--- src/rtl/tmc_pkg.sv ---
package tmc_pkg;
    localparam int unsigned WORD_W  = 32;
    localparam int unsigned VSID_W  = 24;
    localparam int unsigned API_W   = 6;
    localparam int unsigned ADDR_W  = 3;
    localparam int unsigned SIDES   = 2;

    localparam logic [ADDR_W-1:0] A_MISS_BASE = 3'd0;
    localparam logic [ADDR_W-1:0] A_CMP_BASE  = 3'd2;
    localparam logic [ADDR_W-1:0] A_KEYS      = 3'd4;

    typedef enum logic [1:0] {
        PORT_IDLE  = 2'd0,
        PORT_RESP  = 2'd1,
        PORT_FAULT = 2'd2
    } port_state_e;
endpackage

--- src/rtl/tmc_cmp_build.sv ---
module tmc_cmp_build #(
    parameter int unsigned SEG_COUNT = 16
) (
    input  logic [SEG_COUNT*32-1:0] seg_flat,
    input  logic [31:0]             ea,
    input  logic                    user_mode,
    output logic [31:0]             cmp_word,
    output logic                    key_bit
);
    import tmc_pkg::*;
    localparam int unsigned SEL_W = $clog2(SEG_COUNT);

    logic [SEL_W-1:0] sel;
    logic [31:0]      seg;

    always_comb begin
        sel      = ea[31 -: SEL_W];
        seg      = seg_flat[32*sel +: 32];
        // valid, segment id, primary hash, abbreviated page index
        cmp_word = {1'b1, seg[VSID_W-1:0], 1'b0, ea[31-SEL_W -: API_W]};
        key_bit  = user_mode ? seg[29] : seg[30];
    end
endmodule

--- src/rtl/tmc_port_fsm.sv ---
module tmc_port_fsm (
    input  logic clk,
    input  logic rst_n,
    input  logic rd,
    input  logic wr,
    input  logic user_mode,
    output logic rd_take,
    output logic wr_take,
    output logic rd_valid,
    output logic priv_err
);
    import tmc_pkg::*;

    port_state_e state_q, state_d;

    always_comb begin
        rd_take = rd && !user_mode;
        wr_take = wr && !user_mode;
        if ((rd || wr) && user_mode) state_d = PORT_FAULT;
        else if (rd)                 state_d = PORT_RESP;
        else                         state_d = PORT_IDLE;
    end

    always_ff @(posedge clk) begin
        if (!rst_n) state_q <= PORT_IDLE;
        else        state_q <= state_d;
    end

    always_comb begin
        rd_valid = 1'b0;
        priv_err = 1'b0;
        unique case (state_q)
            PORT_IDLE:  ;
            PORT_RESP:  rd_valid = 1'b1;
            PORT_FAULT: priv_err = 1'b1;
            default:    ;
        endcase
    end

    AST_USER_FAULT: assert property (@(posedge clk) disable iff (!rst_n)
        ((rd || wr) && user_mode) |=> (priv_err && !rd_valid));
    AST_READ_RESP: assert property (@(posedge clk) disable iff (!rst_n)
        (rd && !user_mode) |=> (rd_valid && !priv_err));
    AST_FAULT_PULSE: assert property (@(posedge clk) disable iff (!rst_n)
        !((rd || wr) && user_mode) |=> !priv_err);
endmodule

--- src/rtl/tlb_miss_capture.sv ---
module tlb_miss_capture #(
    parameter int unsigned SEG_COUNT = 16
) (
    input  logic                    clk,
    input  logic                    rst_n,
    input  logic [SEG_COUNT*32-1:0] seg_regs,
    input  logic                    user_mode,
    input  logic                    le_mode,
    input  logic                    dmiss_evt,
    input  logic [31:0]             dmiss_ea,
    input  logic                    imiss_evt,
    input  logic [31:0]             imiss_ea,
    input  logic                    reg_rd,
    input  logic                    reg_wr,
    input  logic [2:0]              reg_addr,
    input  logic [31:0]             reg_wdata,
    output logic [31:0]             reg_rdata,
    output logic                    reg_rvalid,
    output logic                    priv_err,
    input  logic                    tlb_ld_d,
    input  logic                    tlb_ld_i,
    output logic [31:0]             tlb_w0,
    output logic                    tlb_w0_vld,
    output logic                    tlb_w0_inst,
    output logic                    xlat_clr
);
    import tmc_pkg::*;
    localparam int unsigned SEL_W = $clog2(SEG_COUNT);

    logic        rd_take, wr_take;
    logic        evt    [SIDES];
    logic [31:0] ea_fix [SIDES];
    logic [31:0] miss_w [SIDES];
    logic [31:0] cmp_w  [SIDES];
    logic        key_w  [SIDES];

    always_comb begin
        evt[0]    = dmiss_evt;
        evt[1]    = imiss_evt;
        // data address is always held in big-endian form
        ea_fix[0] = le_mode ? {dmiss_ea[31:3], ~dmiss_ea[2:0]} : dmiss_ea;
        ea_fix[1] = imiss_ea;
    end

    tmc_port_fsm u_port (
        .clk      (clk),
        .rst_n    (rst_n),
        .rd       (reg_rd),
        .wr       (reg_wr),
        .user_mode(user_mode),
        .rd_take  (rd_take),
        .wr_take  (wr_take),
        .rd_valid (reg_rvalid),
        .priv_err (priv_err)
    );

    for (genvar s = 0; s < SIDES; s++) begin : g_side
        logic [31:0] cmp_new;
        logic        key_new;
        logic [31:0] miss_r, cmp_r;
        logic        key_r;

        tmc_cmp_build #(.SEG_COUNT(SEG_COUNT)) u_build (
            .seg_flat (seg_regs),
            .ea       (ea_fix[s]),
            .user_mode(user_mode),
            .cmp_word (cmp_new),
            .key_bit  (key_new)
        );

        always_ff @(posedge clk) begin
            if (!rst_n) begin
                miss_r <= '0;
                cmp_r  <= '0;
                key_r  <= 1'b0;
            end else if (evt[s]) begin
                miss_r <= ea_fix[s];
                cmp_r  <= cmp_new;
                key_r  <= key_new;
            end else if (wr_take) begin
                if (reg_addr == A_MISS_BASE + ADDR_W'(s)) miss_r <= reg_wdata;
                if (reg_addr == A_CMP_BASE + ADDR_W'(s))  cmp_r  <= reg_wdata;
                if (reg_addr == A_KEYS)                   key_r  <= reg_wdata[s];
            end
        end

        assign miss_w[s] = miss_r;
        assign cmp_w[s]  = cmp_r;
        assign key_w[s]  = key_r;
    end

    always_ff @(posedge clk) begin
        if (!rst_n) begin
            reg_rdata   <= '0;
            tlb_w0      <= '0;
            tlb_w0_vld  <= 1'b0;
            tlb_w0_inst <= 1'b0;
            xlat_clr    <= 1'b0;
        end else begin
            if (rd_take) begin
                unique case (reg_addr)
                    3'd0:    reg_rdata <= miss_w[0];
                    3'd1:    reg_rdata <= miss_w[1];
                    3'd2:    reg_rdata <= cmp_w[0];
                    3'd3:    reg_rdata <= cmp_w[1];
                    3'd4:    reg_rdata <= {30'd0, key_w[1], key_w[0]};
                    default: reg_rdata <= '0;
                endcase
            end
            tlb_w0_vld <= tlb_ld_d || tlb_ld_i;
            if (tlb_ld_d) begin
                tlb_w0      <= cmp_w[0];
                tlb_w0_inst <= 1'b0;
            end else if (tlb_ld_i) begin
                tlb_w0      <= cmp_w[1];
                tlb_w0_inst <= 1'b1;
            end
            xlat_clr <= dmiss_evt || imiss_evt;
        end
    end

    AST_DCMP_FIELDS: assert property (@(posedge clk) disable iff (!rst_n)
        dmiss_evt |=> (cmp_w[0][31] && !cmp_w[0][6] &&
                       cmp_w[0][5:0] == $past(dmiss_ea[31-SEL_W -: API_W])));
    AST_MISS_WINS: assert property (@(posedge clk) disable iff (!rst_n)
        (dmiss_evt && reg_wr) |=> (miss_w[0] == $past(ea_fix[0])));
    AST_USER_WR_NO_EFFECT: assert property (@(posedge clk) disable iff (!rst_n)
        (reg_wr && user_mode && !dmiss_evt) |=> $stable(miss_w[0]));
    AST_TLB_WORD: assert property (@(posedge clk) disable iff (!rst_n)
        tlb_ld_d |=> (tlb_w0_vld && !tlb_w0_inst && tlb_w0 == $past(cmp_w[0])));
    AST_XLAT_CLR: assert property (@(posedge clk) disable iff (!rst_n)
        (dmiss_evt || imiss_evt) |=> xlat_clr);
endmodule

--- config.mk ---
export PLATFORM = sky130hd
export DESIGN_NAME = tlb_miss_capture
export DESIGN_NICKNAME = d
export VERILOG_FILES = /design/src/rtl/tmc_pkg.sv /design/src/rtl/tmc_cmp_build.sv /design/src/rtl/tmc_port_fsm.sv /design/src/rtl/tlb_miss_capture.sv
export SDC_FILE = /design/constraint.sdc
export NUM_CORES = 1
export LEC_CHECK = 0
export CORE_AREA = 2 2 272 274
export CTS_CLUSTER_DIAMETER = 200
export DETAILED_ROUTE_END_ITERATION = 12
export DIE_AREA = 0 0 274 276
export PLACE_DENSITY = 0.45
export SETUP_SLACK_MARGIN = 0.02
export SYNTH_ARGS = -nofsm -noshare
export SYNTH_HDL_FRONTEND = slang
export SYNTH_SLANG_ARGS = --single-unit
--- constraint.sdc ---
create_clock -name clk -period 3.36 [get_ports clk]
set_clock_uncertainty 0.05 [all_clocks]
set_input_delay 1.008 -clock clk [delete_from_list [all_inputs] [get_ports clk]]
set_output_delay 1.008 -clock clk [all_outputs]
set_load 0.02 [all_outputs]
==> flow_metrics.env, run 1 <==
export IMPL_synth_top_area_cell="mux4_2"
export IMPL_clk_pin_slew_ns=0.08
export IMPL_synth_cell_types=41
export IMPL_fin_hold_ws_ns=0.4384
export IMPL_synth_main_ff_cell="dfxtp_1"
export IMPL_antenna_found_initial=27
export IMPL_worstPathMaxFanout=11
export IMPL_wirelength_um=85590
export IMPL_io_buffers=593
export IMPL_grt_overflow=0
export IMPL_nets=2646
export IMPL_root_buffer="clkbuf_16"
export IMPL_ys_seq_area_share_pct=26.16
export IMPL_worstSetupPathType="in -> reg"
export IMPL_start_kind="input pin"
export IMPL_vias_per_cell=5.175
export IMPL_synth_edf_count=0
export IMPL_final_max_slew_viol_count=0
export IMPL_max_freq_mhz=360.2
export IMPL_placed_area_um2=22570
export IMPL_yosys_warnings=0
export IMPL_rsz0062_at_grt="no"
export IMPL_finalCritPeriodShare_pct=82.63
export IMPL_drive_gt1_share_pct=19.01
export IMPL_synth_area_um2=15230
export IMPL_setup_viol=0
export IMPL_ys_async_sr_fraction_pct=0
export IMPL_ctsHoldBuffers=0
export IMPL_fp_dieW_um=274
export IMPL_cts_tree="done"
export IMPL_maxSlewHeadroom_pct=52.91
export IMPL_gp_congestion=0.8743
export IMPL_antenna_left=0
export IMPL_drtIter0Drc=1261
export IMPL_core_area_um2=72590
export IMPL_drv_cap=0
export IMPL_finalHoldViolCount=0
export IMPL_final_area_um2=23180
export IMPL_avgSynthCellArea_um2=10.16
export IMPL_post_route_min_period_ns=2.776
export IMPL_grt_pass1_vias=15870
export IMPL_insertion_delay_ns=0.46
export IMPL_grt_pass1_wl_um=119600
export IMPL_synthCells=1499
export IMPL_start_util_pct=20.98
export IMPL_grtUsageTotal_pct=22.08
export IMPL_arrival_ns=3.12
export IMPL_status="finished clean"
export IMPL_drcViolationCount=0
export IMPL_io_pins=690
export IMPL_cts_sinks=199
export IMPL_avgRoutedWirePerCell_um=28.41
export IMPL_grt_max_degree=62
export IMPL_synthTopCellsByArea="mux4_2 (33%), dfxtp_1 (26%), mux2i_1 (6.9%)"
export IMPL_power_density_nw_per_um2=308.8
export IMPL_worstPathRequired_ns=3.71
export IMPL_cts_resized=0
export IMPL_cts_buffer_depth=2
export IMPL_worstMarginPinSlew_ns=0.7063
export IMPL_vias=15593
export IMPL_synth_top_area_share_pct=33.12
export IMPL_area_delta_synth_final_pct=52.21
export IMPL_die_area_um2=75620
export IMPL_dpl_hpwl_um=69500
export IMPL_crit_path_end_kind="register"
export IMPL_die_y_um=276
export IMPL_num_rows=99
export IMPL_p_leak_nw=8.144
export IMPL_cts_setup_buffers=0
export IMPL_ir_drop_uv=302.9
export IMPL_syn_nets=2120
export IMPL_synth_seq_cells=199
export IMPL_cts_made_buffers=17
export IMPL_hold_path_class="reg -> reg"
export IMPL_final_setup_tns_ns=0
export IMPL_htreeDepth=4
export IMPL_drt_pass1_iterations=5
export IMPL_final_util_pct=31.94
==> final cells by class <==
class	instances	area, um2
diodes	18	45.04
clock buffers	17	425.4
clock inverters	13	141.4
fillers	7418	49400
inverters	4	22.52
multi-input cells	1126	10510
flip-flops and latches	199	3984
well taps	959	1200
repair buffers	677	6854
==> critical path: stages <==
cell and delay (ns):
clkdlybuf4s50_1 0.63, or2_2 0.39, a21o_1 0.41, buf_4 0.30
a21oi_1 0.22, a21oi_1 0.07, nor2_1 0.09
==> flip-flops by register name (all words and copies together), names as in the netlist <==
name            count
tlb_w0             32
tlb_w0_inst         1
xlat_clr            1
g_side.cmp_r       64
u_port.state_q      2
tlb_w0_vld          1
reg_rdata          32
g_side.key_r        2
g_side.miss_r      64
==> metrics by stage <==
step                      worst slack, ns  power [mW]  instances
after floorplan                    0.5727       3.811       1499
after global placement             0.1186       5.130       2965
after detailed placement           0.1275       5.151       2965
after CTS                          0.6092       7.232       2995
after global routing               0.5179       7.471       3006
final                              0.5838       7.159       3013
==> final timing paths <==
kind                         from              endpoint  slack [ns]  cells past startpoint
max                   reg_addr[0]          reg_rdata[4]        0.58                      7
min          g_side[0].miss_r[13]  g_side[0].miss_r[13]        0.44                      2
max reg2reg    g_side[1].cmp_r[1]          reg_rdata[1]        2.09                      5
min reg2reg  g_side[0].miss_r[13]  g_side[0].miss_r[13]        0.44                      2
==> layout by cell type, fill, tap and decap left out, types with 2 or more instances in the layout <==
cell	Yosys	layout
and3_1	3	3
diode_2	0	18
buf_4	6	60
nand2b_1	3	2
mux2i_1	105	105
inv_6	0	3
nand3_1	54	54
nor2_1	204	204
o22ai_1	2	2
a21o_1	2	2
nor2b_1	9	8
mux4_2	224	224
xor2_1	3	3
buf_12	0	26
clkbuf_16	0	17
clkinv_4	0	3
a31oi_1	10	10
nor3_1	6	5
buf_6	9	2
buf_2	27	7
and2_1	1	2
inv_8	0	3
dfxtp_1	199	199
mux2_2	27	27
nand2_1	130	129
clkinvlp_4	0	2
a311oi_1	53	53
a21oi_1	145	144
clkinv_8	0	3
a211oi_1	32	32
o21ai_0	7	7
a221oi_1	25	25
o21ai_1	2	2
clkdlybuf4s50_1	0	582
a22oi_1	69	69
==> cells in the mapped netlist, types with 32 or more instances <==
master / n
nand3_1: 54
nor2_1: 204
a211oi_1: 32
a21oi_1: 145
a311oi_1: 53
a22oi_1: 69
mux2i_1: 105
dfxtp_1: 199
mux4_2: 224
nand2_1: 130
clkbuf_1: 117
==> where the power goes <==
| group | internal (mW) | switching (mW) |
|---|---|---|
| registers | 2.51 | 0.128 |
| logic | 1.37 | 1.10 |
| clock network | 0.982 | 1.08 |
| total | 4.85 | 2.31 |
==> routing by layer <==
layer / track usage (%) / share of wire [%] / routed length, um / vias up
met4: 5.630 / 1.8 / 1500 / 12
met5: 0 / 0.075 / 64 / -
met2: 33.87 / 45 / 38730 / 740
met3: 5.055 / 8.2 / 7037 / 72
li1: - / - / - / 6954
met1: 31.13 / 45 / 38260 / 7815
==> kinds of logic after synthesis <==
family,after synthesis,synth area share (%)
xor gates and xnor gates,3,0.1725
DFF,199,26.16
muxes,356,42.02
AOI/OAI and AO/OA,351,15.36
buffers and inverters,174,5.101
and+or+nand+nor,416,11.19
No activity file was read; power rests on OpenSTA's default activity.
==> inputs of run 2 (changes only) <==
==> constraint.sdc (replaced) <==
create_clock -name clk -period 2.76 [get_ports clk]
set_clock_uncertainty 0.05 [all_clocks]
set_input_delay 0.828 -clock clk [delete_from_list [all_inputs] [get_ports clk]]
set_output_delay 0.828 -clock clk [all_outputs]
set_load 0.02 [all_outputs]
==> run 2 against run 1 <==
Effect of this change: sequential share of layout area decreased by 0.35 points; total power is 24% higher; sequential power increased by 22%; count of clock-buffer cells in the layout up 1; worst hold slack lost 0.0051 ns; largest cell class unchanged; first-iteration DRC count shrank 14%; combinational power rose by 25%; critical endpoint is now tlb_w0[22]; utilization grew 0.66 points.
==> flow_metrics.env, run 2 (synthesis gave the netlist of run 1 again) <==
export IMPL_status="finished clean"
export IMPL_p_leak_nw=8.442
export IMPL_final_max_slew_viol_count=0
export IMPL_clk_pin_slew_ns=0.08
export IMPL_avgRoutedWirePerCell_um=28.06
export IMPL_grt_pass1_vias=16364
export IMPL_start_util_pct=20.98
export IMPL_drive_gt1_share_pct=20.87
export IMPL_dpl_cell_count=3011
export IMPL_die_y_um=276
export IMPL_cts_sinks=199
export IMPL_worst_r2r_path_depth=5
export IMPL_core_area_um2=72590
export IMPL_cts_tree="done"
export IMPL_vias_per_cell=5.176
export IMPL_nets=2692
export IMPL_hold_path_class="reg -> reg"
export IMPL_fin_total_pwr_mw=8.870
export IMPL_htreeDepth=4
export IMPL_cts_buffer_depth=2
export IMPL_grt_max_degree=67
export IMPL_cts_made_buffers=17
export IMPL_finalHoldViolCount=0
export IMPL_instances_no_fill=3053
export IMPL_worstSetupPathType="reg -> out"
export IMPL_ctsHoldBuffers=0
export IMPL_cts_setup_buffers=0
export IMPL_worstMarginPinSlew_ns=0.4507
export IMPL_cpPeakStageDelay_ns=0.67
export IMPL_grt_overflow=0
export IMPL_post_route_min_period_ns=2.455
export IMPL_gp_congestion=0.9112
export IMPL_insertion_delay_ns=0.46
export IMPL_final_cell_mix="clkdlybuf4s50_1 (582), mux4_2 (224), nor2_1 (204)"
export IMPL_crit_cells=1
export IMPL_io_pins=690
export IMPL_die_area_um2=75620
export IMPL_ir_drop_uv=349.0
export IMPL_drv_cap=0
export IMPL_wirelength_um=85660
export IMPL_grtUsageTotal_pct=21.98
export IMPL_cp_num_buf_inv=1
export IMPL_worstPathMaxFanout=2
export IMPL_root_buffer="clkbuf_16"
export IMPL_nFillCells=7438
export IMPL_num_rows=99
export IMPL_drcViolationCount=0
export IMPL_cp_top_family="buffers and inverters"
export IMPL_antenna_found_initial=28
export IMPL_fin_hold_ws_ns=0.4334
export IMPL_crit_path_end_kind="primary output"
export IMPL_worst_hold_path_num_cells=2
export IMPL_multiInputGateArea_um2=10510
export IMPL_cts_resized=0
export IMPL_antenna_left=0
export IMPL_start_kind="register"
export IMPL_placed_area_um2=23040
export IMPL_maxSlewHeadroom_pct=69.63
export IMPL_final_area_um2=23660
export IMPL_slowest_stage="clkdlybuf4s50_1"
export IMPL_final_common_cell="clkdlybuf4s50_1"
export IMPL_power_density_nw_per_um2=374.9
export IMPL_worstPathRequired_ns=1.88
export IMPL_regArea_um2=3984
export IMPL_dpl_hpwl_um=70210
export IMPL_fp_dieW_um=274
export IMPL_rsz0062_at_grt="no"
export IMPL_grt_pass1_wl_um=120500
export IMPL_io_buffers=593
export IMPL_drt_pass1_iterations=5
export IMPL_setup_viol=0
export IMPL_drtIter0Drc=1080
export IMPL_vias=15803
export IMPL_top_regs="g_side.cmp_r x64, g_side.miss_r x64"
export IMPL_max_freq_mhz=407.4
export IMPL_path_cells="clkdlybuf4s50_1"
export IMPL_arrival_ns=1.58
export IMPL_area_delta_synth_final_pct=55.33
export IMPL_final_util_pct=32.59
export IMPL_finalCritPeriodShare_pct=88.93
-- run 2: cell count changes in the layout (fill, tap and decap cells not counted), sizes merged --
cell and delta:
clkbuf +1, buf +46, inv +3, clkinvlp -2, diode -8
-- run 2: layout make-up --
class | count | area share (%)
well taps | 959 | 5.072
repair buffers | 723 | 30.96
flip-flops and latches | 199 | 16.84
clock inverters | 14 | 0.6452
clock buffers | 18 | 1.856
multi-input cells | 1126 | 44.43
inverters | 4 | 0.09520
diodes | 10 | 0.1058
-- run 2: metrics by stage --
stage | worst slack [ns] | setup TNS (ns)
floorplan | 0.1527 | 0
global placement | -0.1296 | -0.9265
detailed placement | -0.1433 | -1.688
CTS | 0.2711 | 0
global route | 0.2249 | 0
finish | 0.3055 | 0
-- run 2: where the power goes --
group	switching, mW	total (mW)	internal, mW
Sequential	0.153	3.21	3.05
Clock	1.34	2.58	1.24
Combinational	1.35	3.08	1.73
-- run 2: worst paths after layout --
| kind | start | to | slack [ns] |
|---|---|---|---|
| worst min-delay path | g_side[0].miss_r[20] | g_side[0].miss_r[20] | 0.43 |
| worst max-delay path | tlb_w0[22] | tlb_w0[22] | 0.31 |
| worst max register to register | g_side[0].cmp_r[1] | reg_rdata[1] | 1.50 |
| worst min register to register | g_side[0].miss_r[20] | g_side[0].miss_r[20] | 0.43 |
-- run 2: per-layer routing --
metal / up-vias / global-route usage (%) / wire length, um
li1: 7046 / - / -
met1: 7973 / 30.94 / 39010
met2: 688 / 34.82 / 39090
met3: 76 / 4.846 / 6322
met4: 20 / 3.707 / 1104
met5: - / 0 / 139
==> inputs of run 3 (changes only) <==
--- a/config.mk
+++ b/config.mk
@@ -9,6 +9,8 @@
 export CTS_CLUSTER_DIAMETER = 200
 export DETAILED_ROUTE_END_ITERATION = 12
 export DIE_AREA = 0 0 274 276
+export GPL_TIMING_DRIVEN = 0
+export HOLD_SLACK_MARGIN = 0.03
 export PLACE_DENSITY = 0.45
 export SETUP_SLACK_MARGIN = 0.02
 export SYNTH_ARGS = -nofsm -noshare
==> run 3 against run 2 <==
Effect of this change: sequential cell count unchanged; wire length grew 19%; utilization down 0.83 points; sequential power hardly changed; register-to-register slack about the same; via count up 4.2%; total power grew 1.2%; sequential share of layout area rose by 0.44 points; count of clock-buffer cells in the layout down 1; critical endpoint is now g_side[1].cmp_r[19].
==> flow_metrics.env, run 3 (synthesis gave the netlist of run 1 again) <==
export IMPL_core_area_um2=72590
export IMPL_die_y_um=276
export IMPL_cp_num_buf_inv=2
export IMPL_area_delta_synth_final_pct=51.39
export IMPL_cp_top_family="multiplexers"
export IMPL_antenna_left=0
export IMPL_cts_tree="done"
export IMPL_final_max_slew_viol_count=0
export IMPL_final_common_cell="clkdlybuf4s50_1"
export IMPL_holdPathEnd="reg_rdata[25]"
export IMPL_grt_overflow=0
export IMPL_grt_pass1_vias=17262
export IMPL_worst_r2r_path_depth=5
export IMPL_dpl_cell_count=3041
export IMPL_finalCritPeriodShare_pct=98.30
export IMPL_clk_pin_slew_ns=0.09
export IMPL_instances_no_fill=3091
export IMPL_worstMarginPinSlew_ns=1.076
export IMPL_worstPathRequired_ns=3.04
export IMPL_nets=2722
export IMPL_cts_buffer_depth=2
export IMPL_worstSetupPathType="in -> reg"
export IMPL_worst_hold_path_num_cells=2
export IMPL_wirelength_um=101800
export IMPL_slowest_stage="clkbuf_1"
export IMPL_ir_drop_uv=320.2
export IMPL_setup_viol=0
export IMPL_hold_path_class="reg -> reg"
export IMPL_reg2reg_to="reg_rdata[0]"
export IMPL_path_cells="buf_2, clkbuf_1, mux4_2, mux4_2, nor2_1, a311oi_1"
export IMPL_power_density_nw_per_um2=389.2
export IMPL_r2r_slack_ns=1.50
export IMPL_drcViolationCount=0
export IMPL_root_buffer="clkbuf_16"
export IMPL_top_regs="g_side.cmp_r x64, g_side.miss_r x64"
export IMPL_fp_dieW_um=274
export IMPL_drive_gt1_share_pct=18.40
export IMPL_max_freq_mhz=368.6
export IMPL_start_kind="input pin"
export IMPL_crit_top_cell="mux4_2"
export IMPL_drv_cap=0
export IMPL_vias=16470
export IMPL_worstPathMaxFanout=10
export IMPL_htreeDepth=4
export IMPL_insertion_delay_ns=0.47
export IMPL_post_route_min_period_ns=2.713
export IMPL_p_leak_nw=8.094
export IMPL_avgRoutedWirePerCell_um=32.93
export IMPL_drtIter0Drc=1474
export IMPL_die_area_um2=75620
export IMPL_final_cell_mix="clkdlybuf4s50_1 (582), mux4_2 (224), nor2_1 (204)"
export IMPL_rsz0062_at_grt="yes"
export IMPL_grtUsageTotal_pct=26.22
export IMPL_vias_per_cell=5.328
export IMPL_crit_path_end_kind="register"
export IMPL_num_rows=99
export IMPL_grt_pass1_wl_um=138800
export IMPL_grt_max_degree=22
export IMPL_drt_pass1_iterations=5
export IMPL_cts_made_buffers=17
export IMPL_dpl_hpwl_um=86280
export IMPL_r2r_start="g_side[1].cmp_r[0]"
export IMPL_io_pins=690
export IMPL_cpPeakStageDelay_ns=0.78
export IMPL_io_buffers=583
export IMPL_maxSlewHeadroom_pct=28.28
export IMPL_cts_sinks=199
export IMPL_start_util_pct=20.98
export IMPL_arrival_ns=2.99
export IMPL_hp_start="reg_rdata[25]"
export IMPL_fin_total_pwr_mw=8.975
export IMPL_status="finished clean"
export IMPL_antenna_found_initial=32
export IMPL_finalHoldViolCount=0
export IMPL_gp_congestion=0.9025
-- run 3: cell types whose count changed in the layout (fill, tap and decap cells not counted), sizes merged, moves of 3 or more --
| cell | change |
|---|---|
| clkinvlp | +3 |
| clkbuf | +118 |
| buf | -91 |
| diode | +8 |
| inv | -3 |
-- run 3: worst max-delay path by stage --
stage / from / endpoint / slack [ns] / cells past startpoint
CTS: dmiss_ea[28] / g_side[0].cmp_r[9] / 0.02 / 7
finish: imiss_ea[29] / g_side[1].cmp_r[19] / 0.05 / 6
floorplan: imiss_ea[28] / g_side[1].cmp_r[10] / 0.15 / 7
global placement: imiss_ea[31] / g_side[1].cmp_r[22] / -1.08 / 6
detailed placement: imiss_ea[31] / g_side[1].cmp_r[21] / -1.11 / 6
global route: reg_addr[2] / g_side[0].miss_r[26] / -0.0003 / 7
-- run 3: area by class of cell --
| cell class | count | area [um2] |
|---|---|---|
| tap | 959 | 1200 |
| inverter | 4 | 18.77 |
| buffer | 169 | 844.6 |
| timing repair buffer | 584 | 5846 |
| clock buffer | 17 | 425.4 |
| antenna | 18 | 45.04 |
| sequential | 199 | 3984 |
| multi-input combinational | 1126 | 10510 |
| clock inverter | 15 | 183.9 |
| fill | 7533 | 49530 |
-- run 3: metrics by stage --
stage	utilization [%]	hold slack [ns]	instance area [um2]	setup WS (ns)	TNS, ns
2_1_floorplan	-	0.4080	15230	0.1527	0
3_3_place_gp	30.68	0.4203	22270	-1.078	-90.42
5_1_grt	31.75	0.4608	23050	-0.0002744	-0.0002744
6_report	31.77	0.4454	23060	0.04698	0
3_5_place_dp	30.68	0.4278	22270	-1.108	-92.97
4_1_cts	31.59	0.4477	22930	0.02458	0
-- run 3: timing repair --
item	in CTS	in global routing
hold buffers	0	0
endpoints found under the setup margin	100	106
setup buffers	0	1
gates resized for setup	41	54
hold endpoints to repair	0	0
pin swaps	0	1
-- run 3: report_power, final --
part / total (mW) / internal [mW] / switching, mW
clock: 2.64 / 1.23 / 1.41
sequential: 3.22 / 3.05 / 0.167
combinational: 3.11 / 1.62 / 1.49
-- run 3: worst min-delay path, stage by stage (launching register included) --
cell	delay (ns)
dfxtp_1	0.33
a21oi_1	0.06
nor2_1	0.07
-- run 3: routing by layer --
| layer | share of wire, % | up-vias | global-route usage, % |
|---|---|---|---|
| met4 | 1.7 | 20 | 5.839 |
| met2 | 50 | 820 | 45.55 |
| li1 | - | 7107 | - |
| met1 | 42 | 8419 | 33.55 |
| met3 | 6.9 | 104 | 4.785 |
| met5 | 0.13 | - | 0 |
